## config.mk

```make
export PLATFORM = sky130hd
export DESIGN_NAME = bip8_rei_monitor
export DESIGN_NICKNAME = d
export VERILOG_FILES = /design/src/rtl/bip8_rei_monitor.sv
export SDC_FILE = /design/constraint.sdc
export NUM_CORES = 1
export LEC_CHECK = 0
export ABC_AREA = 1
export ABC_CLOCK_PERIOD_IN_PS = 10950
export CORE_MARGIN = 2
export CORE_UTILIZATION = 61
export DETAILED_ROUTE_END_ITERATION = 6
export GPL_ROUTABILITY_DRIVEN = 0
export PLACE_DENSITY_LB_ADDON = 0.1
export SKIP_CTS_REPAIR_TIMING = 1
export SLEW_MARGIN = 20
export SYNTH_ARGS = -nofsm -noshare
export SYNTH_HDL_FRONTEND = slang
export SYNTH_SLANG_ARGS = --single-unit
export TNS_END_PERCENT = 20
```

## constraint.sdc

```tcl
create_clock -name clk -period 10.95 [get_ports clk]
set_clock_uncertainty 0.05 [all_clocks]
set_input_delay 3.285 -clock clk [delete_from_list [all_inputs] [get_ports clk]]
set_output_delay 3.285 -clock clk [all_outputs]
set_load 0.005 [all_outputs]
```

## src/rtl/bip8_rei_monitor.sv

```systemverilog
module bip8_rei_monitor #(
  parameter int CW = 16,
  parameter bit SEC_BLOCK = 1'b0,
  parameter bit LINE_BLOCK = 1'b0
) (
  input  logic          clk,
  input  logic          rst_n,
  input  logic          in_vld,
  input  logic [7:0]    in_byte,
  input  logic          frame_start,
  input  logic          line_cov,
  input  logic          b1_pos,
  input  logic          b2_pos,
  input  logic          m1_pos,
  input  logic          snap,
  output logic [CW-1:0] sec_errs,
  output logic [CW-1:0] line_errs,
  output logic [CW-1:0] rei_errs,
  output logic [3:0]    rei_out,
  output logic          err_pulse
);
  logic [7:0] sec_acc, line_acc, sec_ref, line_ref;
  logic started, ref_ok;
  logic [CW-1:0] sec_run, line_run, rei_run;

  wire fs     = in_vld & frame_start;
  wire b1_hit = in_vld & b1_pos & ref_ok & ~fs;
  wire b2_hit = in_vld & b2_pos & ref_ok & ~fs;
  wire [7:0] sec_diff  = in_byte ^ sec_ref;
  wire [7:0] line_diff = in_byte ^ line_ref;

  wire [3:0] sec_amt  = SEC_BLOCK  ? {3'd0, |sec_diff}  : 4'($countones(sec_diff));
  wire [3:0] line_amt = LINE_BLOCK ? {3'd0, |line_diff} : 4'($countones(line_diff));
  wire [3:0] sec_inc  = b1_hit ? sec_amt : 4'd0;
  wire [3:0] line_inc = b2_hit ? line_amt : 4'd0;
  wire [3:0] rei_inc  = (in_vld && m1_pos && in_byte <= 8'd8) ? in_byte[3:0] : 4'd0;

  function automatic logic [CW-1:0] sat_add(input logic [CW-1:0] a, input logic [3:0] b);
    logic [CW:0] s;
    s = {1'b0, a} + {{(CW-3){1'b0}}, b};
    return s[CW] ? {CW{1'b1}} : s[CW-1:0];
  endfunction

  wire [CW-1:0] sec_nxt  = sat_add(sec_run, sec_inc);
  wire [CW-1:0] line_nxt = sat_add(line_run, line_inc);
  wire [CW-1:0] rei_nxt  = sat_add(rei_run, rei_inc);

  always_ff @(posedge clk) begin
    if (!rst_n) begin
      sec_acc <= '0; line_acc <= '0; sec_ref <= '0; line_ref <= '0;
      started <= 1'b0; ref_ok <= 1'b0;
    end else if (fs) begin
      sec_ref  <= sec_acc;
      line_ref <= line_acc;
      sec_acc  <= in_byte;
      line_acc <= line_cov ? in_byte : 8'd0;
      started  <= 1'b1;
      ref_ok   <= started;
    end else if (in_vld) begin
      sec_acc <= sec_acc ^ in_byte;
      if (line_cov) line_acc <= line_acc ^ in_byte;
    end
  end

  always_ff @(posedge clk) begin
    if (!rst_n) begin
      sec_run <= '0; line_run <= '0; rei_run <= '0;
      sec_errs <= '0; line_errs <= '0; rei_errs <= '0;
      rei_out <= '0; err_pulse <= 1'b0;
    end else begin
      if (snap) begin
        sec_errs <= sec_nxt; line_errs <= line_nxt; rei_errs <= rei_nxt;
        sec_run <= '0; line_run <= '0; rei_run <= '0;
      end else begin
        sec_run <= sec_nxt; line_run <= line_nxt; rei_run <= rei_nxt;
      end
      if (b2_hit) rei_out <= line_amt;
      err_pulse <= (b1_hit & |sec_diff) | (b2_hit & |line_diff);
    end
  end

  assert_rei_range_R5: assert property (@(posedge clk) disable iff (!rst_n)
    rei_out <= (LINE_BLOCK ? 4'd1 : 4'd8));
  assert_snap_clear_R8: assert property (@(posedge clk) disable iff (!rst_n)
    snap |=> (sec_run == '0 && line_run == '0 && rei_run == '0));
  assert_no_wrap_R7: assert property (@(posedge clk) disable iff (!rst_n)
    !snap |=> (sec_run >= $past(sec_run) && line_run >= $past(line_run) && rei_run >= $past(rei_run)));
  assert_pulse_cause_R9: assert property (@(posedge clk) disable iff (!rst_n)
    err_pulse |-> $past(b1_hit | b2_hit));
endmodule

```

* Word level (Yosys, flattened, before mapping) *
Cells that the tools add are included.

word-level totals
  flip-flop bits (word level) = 135
  output and inout bits = 53
  bits of input ports = 17
  word-level logic and storage cells = 68

cells by class
  add/sub/neg operators = 17
  reduce and logical (&&, ||, !) cells = 8
  muxes and demuxes = 12
  magnitude comparators = 1
  bitwise logic cells = 16

operator list
  operator              number
  $add A16 B4 Y17       3
  $mux W16              3
  $mux W8               6
  $xor A8 B8 Y8         4
  $add A1 B1 Y2         8
  $reduce_or A8 Y1      2
  $add A2 B2 Y3         4
  $mux W4               3
  $and A1 B1 Y1         9
  $add A3 B3 Y4         2
  $le A8 B4 Y1 const B  1
  $reduce_bool A2 Y1    2
  $logic_and A1 B1 Y1   2
  $not A1 Y1            2
  $reduce_and A2 Y1     1
  $reduce_or A2 Y1      1
  $or A1 B1 Y1          1

* Logic depth before layout (Yosys ltp) *
  depth after elaboration = 7
  depth in mapped cells = 22
  mapped depth without buffers = 21

* Worst setup path after synthesis *
Ideal clock, no wire load.

  path kind = input -> register
  from = input in_byte[1]
  to = register line_run[13]
  arrival = 7,284 ps
  data required time = 10,785 ps
  library setup time = 115 ps
  cell stages on the path = 18
  slack = 3,501 ps
  cells stage by stage = clkbuf_1 > xnor2_1 > fa_1 > fa_1 > fa_1 > inv_1 > ha_1 > inv_1 > fa_1 > or2_2 > a21oi_1 > ha_1 > or2_2 > nand3_1 > nand2_1 > nand3_1 > nand3_1 > and2_1

on the way
  cells in the longest elaborated chain, start to end = 7

ends and longest elaborated chain
  what                                 line  text
  start, declared                      9     input logic [7:0] in_byte,
  $xor A8 B8 Y8                        30    wire [7:0] line_diff = in_byte ^ line_ref;
  $add A1 B1 Y2 (implied by the code)  33    wire [3:0] line_amt = LINE_BLOCK ? {3'd0, |line_diff} : 4'($countones(line_diff));
  $add A2 B2 Y3 (implied by the code)  33
  $add A3 B3 Y4 (implied by the code)  33
  $mux W4                              35    wire [3:0] line_inc = b2_hit ? line_amt : 4'd0;
  $add A16 B4 Y17                      40    s = {1'b0, a} + {{(CW-3){1'b0}}, b};
  $mux W16                             41    return s[CW] ? {CW{1'b1}} : s[CW-1:0];
  end signal, assigned                 75    sec_run <= sec_nxt; line_run <= line_nxt; rei_run <= rei_nxt;
  end, declared                        24    logic [CW-1:0] sec_run, line_run, rei_run;

Every way passes these cells.
A chain may end at the register's enable or synchronous reset.

* Worst setup path after layout *
  from = input in_byte[0]
  to = register sec_errs[10]

on the way
  cells in the longest elaborated chain, start to end = 7

ends and longest elaborated chain
  what                                 line  text
  $xor A8 B8 Y8                        29    wire [7:0] sec_diff = in_byte ^ sec_ref;
  $add A1 B1 Y2 (implied by the code)  32    wire [3:0] sec_amt = SEC_BLOCK ? {3'd0, |sec_diff} : 4'($countones(sec_diff));
  $add A2 B2 Y3 (implied by the code)  32
  $add A3 B3 Y4 (implied by the code)  32
  $mux W4                              34    wire [3:0] sec_inc = b1_hit ? sec_amt : 4'd0;
  $add A16 B4 Y17                      40
  $mux W16                             41
  end signal, assigned                 72    sec_errs <= sec_nxt; line_errs <= line_nxt; rei_errs <= rei_nxt;
  end, declared                        16    output logic [CW-1:0] sec_errs,

Every way passes these cells.

==> summary.md <==
| Metric | Value |
|---|---|
| Post-Synthesis Net Count | `994` |
| VDD IR-drop max | `~150 uV` |
| Largest net degree at the start of global routing | `between 60 and 70` |
| Status | `finished, final reports clean` |
| Period Utilization, post-route | `a little under three quarters` |
| Final setup viols | `0` |
| Path category of the worst min-delay check | `register to register` |
| Die X-Extent | `109 um` |
| Tot GR Track Use | `approximately 27%` |
| CP endpoint kind | `register` |
| Syn avg cell area | `between 7 and 8 um^2` |
| CTS sink cnt | `approximately 140` |
| Leak | `~3.7 nW` |
| WP data arrival | `8.28 ns` |
| Yosys warns | `0` |
| Worst-case hold slack | `0.401 ns` |
| Mapped Cells | `roughly 950` |
| Drt wl/cell | `roughly 13 um` |
| GRT overflow | `0` |
| DR iter-0 viols | `between 300 and 400` |
| Starting Density | `between 60% and 70%` |
| Count of different cell masters after synthesis | `37` |
| Nets | `roughly 1100` |
| Num CTS Buffers | `17` |
| Tmin final | `7.86 ns` |
| First-pass GRT wire length | `between 20 and 30 mm` |
| Unrepaired setup endpoints after global routing | `false` |
| Crit Path Category | `input port to register` |
| Pwr Total | `0.00123 W` |
| Final TNS setup | `0 ns` |
| Routed wire length | `roughly 15 mm` |
| CTS tree | `yes` |
| Vias after detailed routing | `6028` |
| # IOs | `70` |
| Clk pin slew, worst setup/hold paths | `roughly 0.060 ns` |
| Vias per cell | `about 5.2` |
| # Max-Cap Violations | `0` |
| Die Y | `roughly 110 um` |
| Clk buf depth | `2` |
| Share of the synthesized area in the top cell type | `39.9%` |
| CTS H-tree lvls | `4` |
| Register area share after synthesis | `39.9%` |
| Most frequent cells in the layout | `nand2_1, dfxtp_1, inv_1, nand3_1, clkdlybuf4s50_1` |
| Fmax | `0.127 GHz` |
| Share of layout cells above drive strength 1 | `about 6.2%` |
| Cells after DPL | `1124` |
| Post-Syn Area | `roughly 6800 um^2` |
| Final hold viol count | `0` |
| DP Wirelength | `10.2 mm` |
| Ant diodes | `0` |
| Worst slew pin tran | `1.01 ns` |
| Clk root buf | `clkbuf_8` |
| PD cells | `151 nW/um^2` |
| Die area | `~12000 um^2` |
| Worst skew pair latency | `0.53 ns` |
| FF+latch count, synth | `135` |
| Most common cell after layout, fill and taps aside | `nand2_1` |
| Row Count | `38` |
| Max-slew headroom | `roughly a third` |
| I/O Buffers | `between 60 and 70` |
| Maximum fanout along the worst path | `20` |
| Residual DRC count | `0` |
| Vias in the first global route | `5718` |
| Top cells by area, synth | `dfxtp_1, nand2_1, inv_1` |
| Startpoint Class | `input port` |
| First drt pass iteration count | `5` |
| Req. time, crit path | `11.38 ns` |
| Final-report max-slew violation count | `0` |
| Top cell type by total area after synthesis | `dfxtp_1` |
| Synthesis-to-finish area growth | `20.0%` |
| Final non-filler cell total | `~1200` |
| Final ANT Viol Nets | `0` |
| Core region area | `between 10000 and 15000 um^2` |
| Initial antenna violation count | `0` |
synthesized netlist by cell type, drive strengths merged:
| cell type | count |
|---|---|
| a21oi | 44 |
| a31oi | 15 |
| a41oi | 6 |
| and2 | 7 |
| buf | 19 |
| clkbuf | 15 |
| clkinv | 1 |
| dfxtp | 135 |
| fa | 11 |
| ha | 20 |
| inv | 128 |
| nand2 | 276 |
| nand3 | 89 |
| nand3b | 5 |
| nand4 | 8 |
| nor2 | 73 |
| nor3 | 7 |
| o21ai | 48 |
| o22ai | 6 |
| o31ai | 2 |
| or2 | 5 |
| xnor2 | 16 |
| xor2 | 10 |
cell type report:
| type | instances | area [um^2] |
|---|---|---|
| Clock buffer | 18 | 428 |
| Inverter | 129 | 484 |
| Multi-Input combinational cell | 648 | 3420 |
| Tap cell | 140 | 175 |
| Clock inverter | 14 | 196 |
| Sequential cell | 135 | 2700 |
| Fill cell | 918 | 2720 |
| Timing Repair Buffer | 72 | 713 |
stage by stage:
step,instance area [um^2],util [%],worst slack [ns]
detailed placement,7490,69.1,2.56
CTS,8120,74.9,3.09
global route,8120,74.9,2.75
floorplan,6770,-,3.50
global placement,7490,69.1,2.57
finish,8120,74.9,3.09
power breakdown:
group          internal [W]  total, W  switching [W]
registers          0.000500  0.000506     0.00000536
clock network      0.000378  0.000601       0.000222
logic             0.0000507  0.000123      0.0000722
total              0.000929   0.00123       0.000300
per-layer routing:
layer / GRT usage [%] / wire length [um] / part of all wire, % / vias to the layer above
met5: 0 / 0 / 0 / -
met4: 9.22 / 210 / 1.4 / 0
met3: 7.23 / 722 / 4.8 / 15
met2: 45.3 / 7010 / 47 / 127
met1: 35.0 / 7070 / 47 / 2761
li1: - / - / - / 3125
cells by family after synthesis:
logic type,Yosys count,share of synthesized area [%]
and+or+nand+nor,470,30.3
xor gates and xnor gates,26,3.36
DFF,135,39.9
buffers and inverters,163,9.65
AOI/OAI and AO/OA,121,9.80
adders and majority gates,31,6.95
path summary, 6_finish.rpt:
path | from | endpoint | slack, ns | depth (start not counted)
worst min-delay path | line_errs[9] | line_errs[9] | 0.40 | 2
worst min register to register | line_errs[9] | line_errs[9] | 0.40 | 2
worst max register to register | sec_ref[0] | sec_errs[10] | 6.16 | 18
worst max-delay path | in_byte[0] | sec_errs[10] | 3.09 | 19
state kept, by name (all words and copies together) (netlist names):
signal,cells
rei_run,16
line_errs,16
err_pulse,1
line_ref,8
ref_ok,1
rei_errs,16
sec_run,16
sec_ref,8
sec_acc,8
started,1
line_acc,8
line_run,16
rei_out,4
sec_errs,16
worst max-delay path: stages:
cell and delay (ns):
clkdlybuf4s50_1 0.63, xnor2_1 0.16, fa_1 0.55, inv_1 0.06, fa_1 0.53, inv_1 0.05, fa_1 0.53, inv_1 0.05
ha_1 0.22, fa_1 0.38, xnor2_1 0.15, nor2_1 0.07, ha_1 0.37, nand3_1 0.14, a21oi_2 0.25, nand3_2 0.42
nand3_1 0.28, nand2_1 0.07, nand2_1 0.08
(Power assumes the default switching activity.)
